$ cat config.mk
export PLATFORM = sky130hd
export DESIGN_NAME = serial_rx_port
export DESIGN_NICKNAME = d
export VERILOG_FILES = /design/src/rtl/srx_pkg.sv /design/src/rtl/srx_sampler.sv /design/src/rtl/srx_fifo.sv /design/src/rtl/srx_flag.sv /design/src/rtl/serial_rx_port.sv
export SDC_FILE = /design/constraint.sdc
export NUM_CORES = 1
export LEC_CHECK = 0
export BUFFER_PORTS_ARGS = -buffer_cell sky130_fd_sc_hd__buf_2
export CAP_MARGIN = 20
export CELL_PAD_IN_SITES_DETAIL_PLACEMENT = 0
export CELL_PAD_IN_SITES_GLOBAL_PLACEMENT = 1
export CORE_MARGIN = 8
export CORE_UTILIZATION = 49
export CTS_BUF_LIST = sky130_fd_sc_hd__clkbuf_8
export DETAILED_ROUTE_END_ITERATION = 8
export HOLD_SLACK_MARGIN = 0.06
export MAX_ROUTING_LAYER = met4
export PLACE_DENSITY_LB_ADDON = 0.25
export SLEW_MARGIN = 10
export SYNTH_ARGS = -nofsm -noshare
export SYNTH_HDL_FRONTEND = slang
export SYNTH_SLANG_ARGS = --single-unit
$ cat constraint.sdc
create_clock -name clk -period 2.95 [get_ports clk]
set_input_delay 0.1475 -clock clk [delete_from_list [all_inputs] [get_ports clk]]
set_output_delay 0.1475 -clock clk [all_outputs]
set_load 0.05 [all_outputs]
$ cat src/rtl/srx_pkg.sv
package srx_pkg;
  typedef enum logic [2:0] {
    S_IDLE, S_START, S_DATA, S_STOP, S_WAITHI
  } rx_state_e;

  localparam int FLG_RDF  = 0;
  localparam int FLG_DR   = 1;
  localparam int FLG_ER   = 2;
  localparam int FLG_BRK  = 3;
  localparam int NFLAGS   = 4;

  localparam logic [1:0] A_CTRL = 2'd0;
  localparam logic [1:0] A_STAT = 2'd1;
  localparam logic [1:0] A_DATA = 2'd2;
  localparam logic [1:0] A_CNT  = 2'd3;

  function automatic int trig_level(input logic [1:0] sel);
    case (sel)
      2'b00:   return 1;
      2'b01:   return 4;
      2'b10:   return 8;
      default: return 14;
    endcase
  endfunction
endpackage

$ cat src/rtl/srx_sampler.sv
module srx_sampler
  import srx_pkg::*;
#(
  parameter int DW  = 8,
  parameter int OVS = 16
) (
  input  logic          clk,
  input  logic          rst_n,
  input  logic          en,
  input  logic          tick,
  input  logic          rx_in,
  output logic          frame_valid,
  output logic [DW-1:0] frame_data,
  output logic          frame_ferr,
  output logic          frame_brk,
  output logic          line_level
);
  localparam int CW = $clog2(OVS);
  localparam int BW = $clog2(DW);
  localparam logic [CW-1:0] MID  = CW'(OVS/2 - 1);
  localparam logic [CW-1:0] LAST = CW'(OVS - 1);
  localparam logic [BW-1:0] TOPB = BW'(DW - 1);

  logic [1:0]    sync_q;
  logic          rx_s;
  rx_state_e     state_q;
  logic [CW-1:0] cnt_q;
  logic [BW-1:0] bit_q;
  logic [DW-1:0] sh_q;

  always_ff @(posedge clk) begin
    if (!rst_n) sync_q <= 2'b11;
    else        sync_q <= {sync_q[0], rx_in};
  end
  assign rx_s       = sync_q[1];
  assign line_level = rx_s;
  assign frame_data = sh_q;

  always_ff @(posedge clk) begin
    if (!rst_n) begin
      state_q     <= S_IDLE;
      cnt_q       <= '0;
      bit_q       <= '0;
      sh_q        <= '0;
      frame_valid <= 1'b0;
      frame_ferr  <= 1'b0;
      frame_brk   <= 1'b0;
    end else begin
      frame_valid <= 1'b0;
      if (!en) begin
        state_q <= S_IDLE;
      end else if (tick) begin
        case (state_q)
          S_IDLE: if (!rx_s) begin
            state_q <= S_START;
            cnt_q   <= '0;
          end
          S_START: begin
            if (cnt_q == MID) begin
              cnt_q   <= '0;
              bit_q   <= '0;
              state_q <= rx_s ? S_IDLE : S_DATA;
            end else cnt_q <= cnt_q + 1'b1;
          end
          S_DATA: begin
            if (cnt_q == LAST) begin
              cnt_q <= '0;
              sh_q  <= {rx_s, sh_q[DW-1:1]};
              if (bit_q == TOPB) state_q <= S_STOP;
              else               bit_q   <= bit_q + 1'b1;
            end else cnt_q <= cnt_q + 1'b1;
          end
          S_STOP: begin
            if (cnt_q == LAST) begin
              cnt_q       <= '0;
              frame_valid <= 1'b1;
              frame_ferr  <= !rx_s;
              frame_brk   <= !rx_s && (sh_q == '0);
              state_q     <= rx_s ? S_IDLE : S_WAITHI;
            end else cnt_q <= cnt_q + 1'b1;
          end
          S_WAITHI: if (rx_s) state_q <= S_IDLE;
          default: state_q <= S_IDLE;
        endcase
      end
    end
  end

  assert_idle_when_off_R3: assert property (@(posedge clk) disable iff (!rst_n)
    !en |=> state_q == S_IDLE);
  assert_push_from_stop_R1: assert property (@(posedge clk) disable iff (!rst_n)
    frame_valid |-> $past(state_q == S_STOP));
  assert_brk_wait_high_R9: assert property (@(posedge clk) disable iff (!rst_n)
    (frame_valid && frame_brk && en) |-> state_q == S_WAITHI);
endmodule

$ cat src/rtl/srx_fifo.sv
module srx_fifo #(
  parameter int DW    = 8,
  parameter int DEPTH = 16,
  parameter int LW    = $clog2(DEPTH + 1)
) (
  input  logic          clk,
  input  logic          rst_n,
  input  logic          wr_valid,
  output logic          wr_ready,
  input  logic [DW-1:0] wr_data,
  output logic          rd_valid,
  input  logic          rd_ready,
  output logic [DW-1:0] rd_data,
  output logic [LW-1:0] level
);
  localparam int AW = $clog2(DEPTH);
  localparam logic [LW-1:0] FULL = LW'(DEPTH);

  logic [DW-1:0] mem [DEPTH];
  logic [AW-1:0] wp_q, rp_q;
  logic [LW-1:0] lvl_q;
  logic          do_wr, do_rd;

  assign wr_ready = (lvl_q != FULL);
  assign rd_valid = (lvl_q != '0);
  assign do_wr    = wr_valid && wr_ready;
  assign do_rd    = rd_valid && rd_ready;
  assign rd_data  = mem[rp_q];
  assign level    = lvl_q;

  always_ff @(posedge clk) begin
    if (do_wr) mem[wp_q] <= wr_data;
  end

  always_ff @(posedge clk) begin
    if (!rst_n) begin
      wp_q  <= '0;
      rp_q  <= '0;
      lvl_q <= '0;
    end else begin
      if (do_wr) wp_q <= wp_q + 1'b1;
      if (do_rd) rp_q <= rp_q + 1'b1;
      case ({do_wr, do_rd})
        2'b10:   lvl_q <= lvl_q + 1'b1;
        2'b01:   lvl_q <= lvl_q - 1'b1;
        default: lvl_q <= lvl_q;
      endcase
    end
  end

  assert_level_bound_R4: assert property (@(posedge clk) disable iff (!rst_n)
    lvl_q <= FULL);
  assert_full_drop_R4: assert property (@(posedge clk) disable iff (!rst_n)
    (wr_valid && !wr_ready && !rd_ready) |=> lvl_q == $past(lvl_q));
  assert_pop_one_R4: assert property (@(posedge clk) disable iff (!rst_n)
    (rd_ready && rd_valid && !wr_valid) |=> lvl_q == $past(lvl_q) - 1'b1);
endmodule

$ cat src/rtl/srx_flag.sv
module srx_flag (
  input  logic clk,
  input  logic rst_n,
  input  logic set,
  input  logic seen_rd,
  input  logic wr,
  input  logic wbit,
  output logic flag
);
  logic flag_q, arm_q, clr;

  assign clr  = wr && arm_q && !wbit;
  assign flag = flag_q;

  always_ff @(posedge clk) begin
    if (!rst_n) begin
      flag_q <= 1'b0;
      arm_q  <= 1'b0;
    end else begin
      flag_q <= set | (flag_q & ~clr);
      arm_q  <= clr ? 1'b0 : (arm_q | (seen_rd & flag_q));
    end
  end

  assert_clear_needs_read_R11: assert property (@(posedge clk) disable iff (!rst_n)
    $fell(flag_q) |-> $past(arm_q && wr && !wbit));
  assert_set_wins_R11: assert property (@(posedge clk) disable iff (!rst_n)
    set |=> flag_q);
endmodule

$ cat src/rtl/serial_rx_port.sv
module serial_rx_port
  import srx_pkg::*;
#(
  parameter int DW    = 8,
  parameter int OVS   = 16,
  parameter int DEPTH = 16
) (
  input  logic          clk,
  input  logic          rst_n,
  input  logic          rx_line,
  input  logic          os_tick,
  input  logic          bus_sel,
  input  logic          bus_wr,
  input  logic [1:0]    bus_addr,
  input  logic [DW-1:0] bus_wdata,
  output logic [DW-1:0] bus_rdata,
  output logic          rx_irq
);
  localparam int LW  = $clog2(DEPTH + 1);
  localparam int TO  = ((DW + 2) * OVS * 3) / 2;
  localparam int TOW = $clog2(TO + 1);
  localparam logic [TOW-1:0] TO_LAST = TOW'(TO - 1);
  localparam logic [TOW-1:0] TO_MAX  = TOW'(TO);

  logic          en_q;
  logic [1:0]    trig_q;
  logic [LW-1:0] trig_lvl, fifo_level;
  logic          fv, ferr, brk, line_lvl;
  logic [DW-1:0] fdata, rd_data;
  logic          wr_ready, rd_valid;
  logic          stat_rd, stat_wr, data_rd, ctrl_wr;
  logic          lvl_now, lvl_prev_q, quiet_evt;
  logic [TOW-1:0] idle_q;
  logic [NFLAGS-1:0] set_vec, flags;
  logic          unused_wbits;

  assign unused_wbits = ^bus_wdata[DW-1:NFLAGS];

  assign stat_rd = bus_sel && !bus_wr && (bus_addr == A_STAT);
  assign stat_wr = bus_sel &&  bus_wr && (bus_addr == A_STAT);
  assign data_rd = bus_sel && !bus_wr && (bus_addr == A_DATA);
  assign ctrl_wr = bus_sel &&  bus_wr && (bus_addr == A_CTRL);

  always_ff @(posedge clk) begin
    if (!rst_n) begin
      en_q   <= 1'b0;
      trig_q <= 2'b00;
    end else if (ctrl_wr) begin
      en_q   <= bus_wdata[0];
      trig_q <= bus_wdata[2:1];
    end
  end
  assign trig_lvl = LW'(trig_level(trig_q));

  srx_sampler #(.DW(DW), .OVS(OVS)) u_samp (
    .clk(clk), .rst_n(rst_n), .en(en_q), .tick(os_tick), .rx_in(rx_line),
    .frame_valid(fv), .frame_data(fdata), .frame_ferr(ferr),
    .frame_brk(brk), .line_level(line_lvl)
  );

  srx_fifo #(.DW(DW), .DEPTH(DEPTH), .LW(LW)) u_fifo (
    .clk(clk), .rst_n(rst_n),
    .wr_valid(fv), .wr_ready(wr_ready), .wr_data(fdata),
    .rd_valid(rd_valid), .rd_ready(data_rd), .rd_data(rd_data),
    .level(fifo_level)
  );

  // quiet-line timer: counts ticks since the last stop bit
  always_ff @(posedge clk) begin
    if (!rst_n || !en_q || fv) idle_q <= '0;
    else if (os_tick && idle_q != TO_MAX) idle_q <= idle_q + 1'b1;
  end
  assign quiet_evt = en_q && os_tick && (idle_q == TO_LAST);

  assign lvl_now = (fifo_level >= trig_lvl);
  always_ff @(posedge clk) begin
    if (!rst_n) lvl_prev_q <= 1'b0;
    else        lvl_prev_q <= lvl_now;
  end

  always_comb begin
    set_vec          = '0;
    set_vec[FLG_RDF] = lvl_now && !lvl_prev_q;
    set_vec[FLG_DR]  = quiet_evt && rd_valid && !lvl_now;
    set_vec[FLG_ER]  = fv && ferr;
    set_vec[FLG_BRK] = fv && brk;
  end

  for (genvar g = 0; g < NFLAGS; g++) begin : g_flag
    srx_flag u_flag (
      .clk(clk), .rst_n(rst_n), .set(set_vec[g]), .seen_rd(stat_rd),
      .wr(stat_wr), .wbit(bus_wdata[g]), .flag(flags[g])
    );
  end

  assign rx_irq = flags[FLG_RDF];

  always_comb begin
    bus_rdata = '0;
    case (bus_addr)
      A_CTRL: bus_rdata[2:0] = {trig_q, en_q};
      A_STAT: bus_rdata[NFLAGS:0] = {line_lvl, flags};
      A_DATA: bus_rdata = rd_valid ? rd_data : '0;
      default: bus_rdata[LW-1:0] = fifo_level;
    endcase
  end

  assert_rdf_at_threshold_R5: assert property (@(posedge clk) disable iff (!rst_n)
    $rose(flags[FLG_RDF]) |-> $past(fifo_level >= trig_lvl));
  assert_dr_below_threshold_R7: assert property (@(posedge clk) disable iff (!rst_n)
    $rose(flags[FLG_DR]) |-> $past(fifo_level != '0 && fifo_level < trig_lvl));
  assert_er_with_push_R8: assert property (@(posedge clk) disable iff (!rst_n)
    $rose(flags[FLG_ER]) |-> $past(fv));
endmodule

==> results.py, run 1 <==
metrics = {
    "run_status": {
        "status": "finished clean",
    },
    "grt": {
        "grt_overflow": 0,
        "antenna_found_initial": 0,
        "grt_pass1_vias": 5002,
        "grt_max_degree": 46,
        "track_usage_pct": 16.8,
        "grt_pass1_wl_mm": 27.1,
    },
    "finish": {
        "n_fill_cell": 1389,
        "finalCoreUtilization_pct": 55.3,
        "num_antenna_cells": 0,
        "stdcell_count": 875,
        "fin_nets": 676,
        "area_growth_pct": 11.5,
        "design_area_um2": 9110,
        "final_layout_size_suffix_gt1_share_pct": 17.9,
    },
    "critical_path": {
        "crit_path_end_kind": "output port",
        "crit_fanout": 17,
        "required_ps": 2800,
        "r2r_setup_slack_ps": 340,
        "critPathArrivalTime_ps": 2600,
        "path_class": "reg2out",
        "cp-start-kind": "register",
    },
    "drt": {
        "first_pass_iters": 5,
        "post_drt_wl_per_cell_um": 19.1,
        "route.met2.wl_mm": 8.31,
        "wl_met3_um": 755,
        "finalWirelength_mm": 16.7,
        "first_iter_violations": 315,
        "vias_per_cell": 5.56,
        "met1Wirelength_mm": 7.45,
        "routed.top_layer": "met4",
        "route.detailed.drc": 0,
        "via_count": 4867,
        "ant_nets": 0,
    },
    "logic_synthesis": {
        "async_reset_ff_share_pct": 0,
        "synth_seq_area_share_pct": 61.8,
        "synthMuxAreaShare_pct": 11.4,
        "synth_compound_area_share_pct": 8.07,
        "synth_top_area_share_pct": 47.1,
        "yosysMostFrequentCell": "edfxtp_1",
        "synth_top_family_by_area": "simple AND/OR/NAND/NOR gates",
        "synth_area_per_cell_um2": 13.7,
        "synth_top_area_cell": "edfxtp_1",
        "synth-simple-area-share_pct": 11.5,
        "synth.top_cells.by_count": "128 x edfxtp_1, 60 x dfxtp_1, 39 x mux2i_1",
        "syn_nets": 631,
        "syn_inst": 598,
        "synth_fa_ha_area_share_pct": 2.60,
        "synth_edf_count": 128,
        "synth_xor_area_share_pct": 2.04,
        "synthTopCellsByArea": "edfxtp_1 47%, dfxtp_1 15%, mux4_2 5.5%, mux2i_1 4.8%, ha_1 2.6%",
        "synthFlopType": "edfxtp_1",
        "synth-seq-cells": 188,
        "yosysWarningCount": 0,
        "ys_types": 62,
        "synth_area_um2": 8170,
    },
    "power_and_ir_drop": {
        "switchingPower_mw": 0.969,
        "leakagePower_nw": 2.66,
        "clkPwrFrac_pct": 39.1,
        "powerDensity_nw_per_um2": 517,
        "internal_power_mw": 3.74,
        "switching_share_pct": 20.6,
        "pwr-share-seq_pct": 59.2,
        "combPwrFrac_pct": 1.7,
        "irDropWorstVdd_uv": 312,
    },
    "floorplanning": {
        "io_pins": 25,
        "start_util_pct": 49.6,
        "core-area_um2": 16500,
        "dieArea_um2": 21100,
        "fp.dieW_um": 145,
        "row_count": 47,
        "die_h_um": 145,
    },
    "place": {
        "port_buffers": 20,
        "place_congestion": 0.806,
        "place_area_um2": 8610,
        "post-place-ws_ps": 343,
        "dp_cells": 838,
        "hpwlAfterDp_mm": 11.5,
    },
    "sta": {
        "worst_pin_slew_ps": 831,
        "final.setup_skew_ps": 13.1,
        "fin_ws_ps": 206,
        "finalCritPeriodShare_pct": 93.0,
        "fin_tns_setup_ps": 0,
        "slew_violations": 0,
        "layout_min_cycle_time_ps": 2740,
        "finalHoldViolations": 0,
        "rsz0062_at_grt": "false",
        "fmax_ghz": 0.364,
        "setup-violations-final": 0,
        "slew_headroom_pct": 44.1,
    },
    "clock_tree": {
        "cts_tree": "built",
        "cts.sinks": 188,
        "clk_pin_slew_ps": 90,
        "clock_path_buffers": 2,
        "cts_made_buffers": 17,
        "clk_latency_ps": 450,
        "clock-root-buffer": "clkbuf_8",
        "htreeDepth": 4,
    },
    "min_path": {
        "hp-class": "in2reg",
    },
    "flow_run": {
        "cap_violations": 0,
    },
}
==> worst max-delay path, stage by stage, from the launching register on <==
cell,delay (ps)
dfxtp_2,570
buf_4,370
mux2i_1,130
a221oi_1,430
a31oi_1,170
o31ai_2,130
buf_2,340
==> repair_timing <==
action | CTS | global route
endpoints found under the hold margin | 10 | 0
gates resized for setup | 1 | 3
setup buffers | 0 | 0
setup endpoints to repair | 1 | 2
hold buffers | 6 | 0
==> path summary, 6_finish.rpt <==
| path | from | end | cells past startpoint |
|---|---|---|---|
| setup / recovery | register | bus_rdata[0] | 6 |
| hold / removal | bus_wr | g_flag[0].u_flag.arm_q | 4 |
| setup reg to reg | u_fifo.level[0] | u_fifo.level[4] | 10 |
| hold reg to reg | u_samp.sync_q[0] | u_samp.sync_q[1] | 1 |
==> cell families (layout without fill, tap and decap cells) <==
| logic type | after synthesis | count (layout) |
|---|---|---|
| compound gates | 91 | 91 |
| flops | 188 | 188 |
| buf+inv | 47 | 104 |
| xor+xnor | 19 | 19 |
| simple gates | 169 | 169 |
| mux | 67 | 67 |
| fa+ha+maj | 17 | 17 |
==> final cells by class <==
cell class	count	area (um^2)	area share, %
multi-input combinational	363	2920	32.0
sequential	188	5050	55.4
clock inverter	14	190	2.09
tap	220	275	3.02
clock buffer	17	234	2.57
timing repair buffer	55	378	4.15
inverter	18	67.6	0.742
==> power groups by stage <==
| stage | sequential, mW | combinational [mW] | clock (mW) |
|---|---|---|---|
| finish | 2.78 | 0.0805 | 1.84 |
| global placement | 2.85 | 0.0742 | 0 |
| global route | 2.79 | 0.0881 | 1.98 |
| CTS | 2.79 | 0.0814 | 1.87 |
| floorplan | 2.85 | 0.0467 | 0 |
| detailed placement | 2.85 | 0.0748 | 0 |
==> routing by layer <==
| layer | track usage (%) | up-vias |
|---|---|---|
| li1 | - | 2328 |
| met3 | 3.51 | 11 |
| met1 | 21.2 | 2431 |
| met5 | - | - |
| met2 | 27.0 | 97 |
| met4 | 4.42 | 0 |
==> through the flow <==
stage / hold WS (ps) / total power, mW
2_1_floorplan: 249 / 2.89
3_3_place_gp: 382 / 2.92
3_5_place_dp: 376 / 2.92
4_1_cts: 92.5 / 4.74
5_1_grt: 128 / 4.85
6_report: 122 / 4.71
==> flip-flops by register name (all words and copies together) (netlist names), named ones only <==
signal               flops
u_fifo.mem             128
u_samp.cnt_q             4
u_fifo.rp_q              4
u_samp.bit_q             3
u_samp.sync_q            2
trig_q                   2
lvl_prev_q               1
en_q                     1
u_fifo.level             5
u_fifo.wp_q              4
u_samp.frame_ferr        1
u_samp.frame_valid       1
g_flag.u_flag.arm_q      4
g_flag.u_flag.flag       4
u_samp.state_q           3
idle_q                   8
u_samp.frame_data        8
u_samp.frame_brk         1
==> cells in the final DEF, fill, tap and decap left out, drive strengths merged, types with 2 or more instances in the layout <==
cell	Yosys	layout
a2111oi	3	3
a211oi	10	10
a21boi	10	10
a21oi	12	12
a221oi	2	2
a22oi	4	4
a31oi	6	6
and2	18	18
and3	3	3
and3b	2	2
buf	14	49
bufinv	0	4
clkbuf	15	17
clkinv	0	6
dfxtp	60	60
dlygate4sd3	0	6
edfxtp	128	128
ha	17	17
inv	18	22
mux2	8	8
mux2i	39	39
mux4	20	20
nand2	28	28
nand2b	15	15
nand3	6	6
nand4	6	6
nor2	37	37
nor2b	27	27
nor3	8	8
nor4	5	5
o211ai	5	5
o21ai	19	19
o22ai	7	7
o31ai	2	2
o41ai	2	2
or2	2	2
or3	2	2
or4	4	4
xnor2	10	10
xor2	9	9
Note: power is estimated with default switching activity, not from simulation.
==> inputs of run 2 (changes only) <==
- REMOVE_ABC_BUFFERS: default -> 1
==> results.py, run 2 (synthesis gave the netlist of run 1 again) <==
metrics = {
    "run_status": {
        "status": "finished clean",
    },
    "power_and_ir_drop": {
        "leakagePower_nw": 2.63,
        "switchingPower_mw": 0.972,
        "combPwrFrac_pct": 1.8,
        "powerDensity_nw_per_um2": 493,
        "switching_share_pct": 21.8,
        "clkPwrFrac_pct": 35.9,
        "internal_power_mw": 3.50,
        "irDropWorstVdd_uv": 243,
        "pwr-share-seq_pct": 62.4,
    },
    "finish": {
        "regMostFlops": "u_fifo.mem",
        "finalCoreUtilization_pct": 55.0,
        "ff_latch_area_um2": 5050,
        "mostFrequentLayoutCell": "edfxtp_1",
        "n_fill_cell": 1379,
        "area_growth_pct": 10.8,
        "fin_nets": 675,
        "largest_register_ff_count": 128,
        "layout_common_cells": "128 x edfxtp_1, 58 x dfxtp_1, 39 x mux2i_1, 37 x nor2_1, 28 x nand2_1",
        "final_layout_size_suffix_gt1_share_pct": 17.7,
        "multi_input_comb_area_um2": 2910,
        "num_antenna_cells": 0,
    },
    "sta": {
        "worst_pin_slew_ps": 741,
        "layout_min_cycle_time_ps": 2790,
        "final.setup_skew_ps": 11.9,
        "finalCritPeriodShare_pct": 94.7,
        "setup-violations-final": 0,
        "fin_hold_ws_ps": 95.7,
        "slew_headroom_pct": 50.4,
        "slew_violations": 0,
        "fmax_ghz": 0.358,
        "rsz0062_at_grt": "false",
        "fin_tns_setup_ps": 0,
        "finalHoldViolations": 0,
    },
    "drt": {
        "finalWirelength_mm": 15.6,
        "route.detailed.drc": 0,
        "ant_nets": 0,
        "via_count": 4740,
        "vias_per_cell": 5.42,
        "first_iter_violations": 327,
        "first_pass_iters": 4,
        "post_drt_wl_per_cell_um": 17.9,
    },
    "critical_path": {
        "critPathArrivalTime_ps": 2650,
        "cp-start-kind": "register",
        "rr_endpoint": "u_fifo.level[4]",
        "r2r_cells": 10,
        "r2r_setup_slack_ps": 340,
        "required_ps": 2800,
        "crit_path_end_kind": "output port",
        "r2r-start": "u_fifo.level[0]",
        "crit_fanout": 26,
        "path_class": "reg2out",
    },
    "clock_tree": {
        "clk_latency_ps": 450,
        "postCtsSetupBuffers": 0,
        "clock-root-buffer": "clkbuf_8",
        "clock_path_buffers": 2,
        "cts_tree": "built",
        "cts.sinks": 188,
        "htreeDepth": 4,
        "cts_made_buffers": 17,
        "clk_pin_slew_ps": 100,
    },
    "place": {
        "place_congestion": 0.805,
        "hpwlAfterDp_mm": 11.0,
        "port_buffers": 20,
    },
    "floorplanning": {
        "row_count": 47,
        "die_h_um": 145,
        "start_util_pct": 49.6,
        "io_pins": 25,
        "fp.dieW_um": 145,
        "dieArea_um2": 21100,
        "core-area_um2": 16500,
    },
    "min_path": {
        "min_to": "g_flag[0].u_flag.arm_q",
        "min_from": "bus_wr",
        "hp-class": "in2reg",
        "hold_depth": 4,
    },
    "grt": {
        "grt_pass1_wl_mm": 25.3,
        "grt_max_degree": 28,
        "grt_pass1_vias": 4799,
        "track_usage_pct": 15.7,
        "antenna_found_initial": 0,
        "grt_overflow": 0,
    },
    "flow_run": {
        "cap_violations": 0,
    },
}
[run 2: how the worst max path moves through the flow]
stage	end	slack [ps]	depth (start not counted)
after floorplan	bus_rdata[0]	-400	4
after global placement	u_fifo.level[4]	390	10
after detailed placement	u_fifo.level[4]	340	10
after CTS	bus_rdata[2]	50	8
after global routing	bus_rdata[2]	6	8
final	bus_rdata[7]	160	5
[run 2: through the flow]
| stage | instance area, um^2 | power, mW | std cells | setup slack [ps] |
|---|---|---|---|---|
| global route | 9050 | 4.63 | 875 | 5.67 |
| CTS | 9050 | 4.51 | 875 | 53.8 |
| detailed placement | 8610 | 2.92 | 836 | 342 |
| finish | 9050 | 4.47 | 875 | 155 |
| floorplan | 8020 | 2.88 | 569 | -404 |
| global placement | 8610 | 2.92 | 836 | 390 |
[run 2: final cells by class]
class                      count  share of cell area (%)
sequential                   188                    55.8
inverter                      18                   0.746
clock inverter                15                    1.51
multi-input combinational    363                    32.1
timing repair buffer          54                    4.26
tap                          220                    3.04
clock buffer                  17                    2.58
[run 2: power groups by stage]
stage	Combinational, mW	Clock, mW	Sequential [mW]
after global routing	0.0879	1.75	2.79
after CTS	0.0810	1.65	2.79
after global placement	0.0733	0	2.85
after detailed placement	0.0738	0	2.85
after floorplan	0.0361	0	2.85
final	0.0802	1.60	2.79
[run 2: repair_timing]
action	CTS	global route
gates resized for setup	0	1
endpoints found under the setup margin	0	4
hold buffers	7	0
endpoints found under the hold margin	7	0
[run 2: per-layer routing]
| layer | global-route usage, % | wire, um |
|---|---|---|
| met1 | 19.4 | 7120 |
| met2 | 25.4 | 7740 |
| met3 | 2.58 | 497 |
| met4 | 6.35 | 274 |
| met5 | - | 0 |
[run 2: critical path, cell delays in order (launching register included)]
cell	delay, ps
dfxtp_2	770
buf_12	280
mux4_2	520
mux2i_1	250
o22ai_1	120
buf_2	230
==> inputs of run 3 (changes only) <==
- GPL_TIMING_DRIVEN: default -> 0
==> results.py, run 3 (synthesis gave the netlist of run 1 again) <==
metrics = {
    "finish": {
        "fin_nets": 651,
        "design_area_um2": 8940,
        "mostFrequentLayoutCell": "edfxtp_1",
        "layout_common_cells": "128 x edfxtp_1, 55 x dfxtp_1, 39 x mux2i_1, 37 x nor2_1, 28 x nand2_1",
        "area_growth_pct": 9.45,
        "regMostFlops": "u_fifo.mem",
        "final_layout_size_suffix_gt1_share_pct": 16.2,
        "stdcell_count": 851,
        "finalCoreUtilization_pct": 54.3,
        "largest_register_ff_count": 128,
        "num_antenna_cells": 0,
    },
    "clock_tree": {
        "cts.sinks": 188,
        "clock-root-buffer": "clkbuf_8",
        "htreeDepth": 4,
        "cts_tree": "built",
        "clock_path_buffers": 2,
        "clk_pin_slew_ps": 100,
        "clk_latency_ps": 460,
        "cts_made_buffers": 17,
    },
    "floorplanning": {
        "dieArea_um2": 21100,
        "core-area_um2": 16500,
        "fp.dieW_um": 145,
        "die_h_um": 145,
        "row_count": 47,
        "start_util_pct": 49.6,
        "io_pins": 25,
    },
    "power_and_ir_drop": {
        "finalPower_mw": 4.58,
        "powerDensity_nw_per_um2": 512,
        "leakagePower_nw": 2.54,
        "irDropWorstVdd_uv": 264,
    },
    "drt": {
        "vias_per_cell": 5.57,
        "finalWirelength_mm": 15.9,
        "first_iter_violations": 264,
        "first_pass_iters": 4,
        "post_drt_wl_per_cell_um": 18.7,
        "via_count": 4737,
        "route.detailed.drc": 0,
        "ant_nets": 0,
    },
    "critical_path": {
        "path_class": "reg2out",
        "critPathArrivalTime_ps": 2620,
        "required_ps": 2800,
        "crit_fanout": 23,
        "cp-start-kind": "register",
        "crit_path_end_kind": "output port",
    },
    "sta": {
        "slew_headroom_pct": 35.9,
        "fmax_ghz": 0.361,
        "layout_min_cycle_time_ps": 2770,
        "fin_tns_setup_ps": 0,
        "worst_pin_slew_ps": 958,
        "slew_violations": 0,
        "setup-violations-final": 0,
        "final.setup_skew_ps": 14.4,
        "finalCritPeriodShare_pct": 93.9,
        "finalHoldViolations": 0,
        "rsz0062_at_grt": "true",
    },
    "flow_run": {
        "cap_violations": 0,
    },
    "grt": {
        "grt_max_degree": 47,
        "grt_pass1_vias": 4727,
        "track_usage_pct": 16.0,
        "grt_overflow": 0,
        "grt_pass1_wl_mm": 25.8,
        "antenna_found_initial": 0,
    },
    "place": {
        "place_area_um2": 8440,
        "dp_cells": 812,
        "hpwlAfterDp_mm": 10.7,
        "place_congestion": 0.784,
        "port_buffers": 20,
    },
    "min_path": {
        "hp-class": "in2reg",
    },
    "run_status": {
        "status": "finished clean",
    },
}
## run 3: cell count changes in the layout (fill, tap and decap cells not counted), sizes merged
cell,previous run,this run
buf,47,25
clkbuf,17,19
clkinv,6,4
dlygate4sd3,7,5
clkinvlp,2,1
inv,24,25
## run 3: area by class of cell
cell class	instances	area [um^2]
clock inverters	13	146
flip-flops and latches	188	5060
multi-input cells	363	2930
repair buffers	30	208
fillers	1382	7520
clock buffers	19	262
inverters	18	67.6
well taps	220	275
## run 3: metrics by stage
step / setup slack (ps) / hold slack [ps]
floorplan: -404 / 221
global placement: -899 / 327
detailed placement: -183 / 333
CTS: 16.5 / 60.3
global route: -43.8 / 90.7
finish: 180 / 91.7
## run 3: timing repair
action	4_1_cts	5_1_grt
hold buffers	5	0
endpoints found under the hold margin	8	0
buffers inserted	1	1
pin swaps	0	1
endpoints found under the setup margin	5	2
resized for setup	4	2
## run 3: worst paths after layout
path                                       start                      to  slack, ps  depth (start not counted)
worst max-delay path                    register            bus_rdata[3]        180                          5
worst min-delay path                      bus_wr  g_flag[0].u_flag.arm_q         90                          4
worst max register to register   u_fifo.level[0]         u_fifo.level[4]        210                         11
worst min register to register  u_samp.sync_q[0]        u_samp.sync_q[1]        420                          1
## run 3: worst max-delay path: stages (launching register included)
cell and delay [ps]:
dfxtp_4 610, mux4_2 550, mux2_2 310, a22oi_1 240, o21ai_0 180, buf_2 250
## run 3: routing by layer
| metal | part of all wire (%) | vias to the layer above | GRT usage [%] |
|---|---|---|---|
| li1 | - | 2283 | - |
| met2 | 51 | 65 | 26.6 |
| met4 | 1.4 | 0 | 5.36 |
| met3 | 3.3 | 17 | 3.17 |
| met1 | 44 | 2372 | 19.1 |
| met5 | 0 | - | - |
## run 3: power by group
group | internal, mW | switching [mW]
Clock | 0.749 | 0.965
Sequential | 2.78 | 0.00587
Combinational | 0.0308 | 0.0460
Total | 3.56 | 1.02
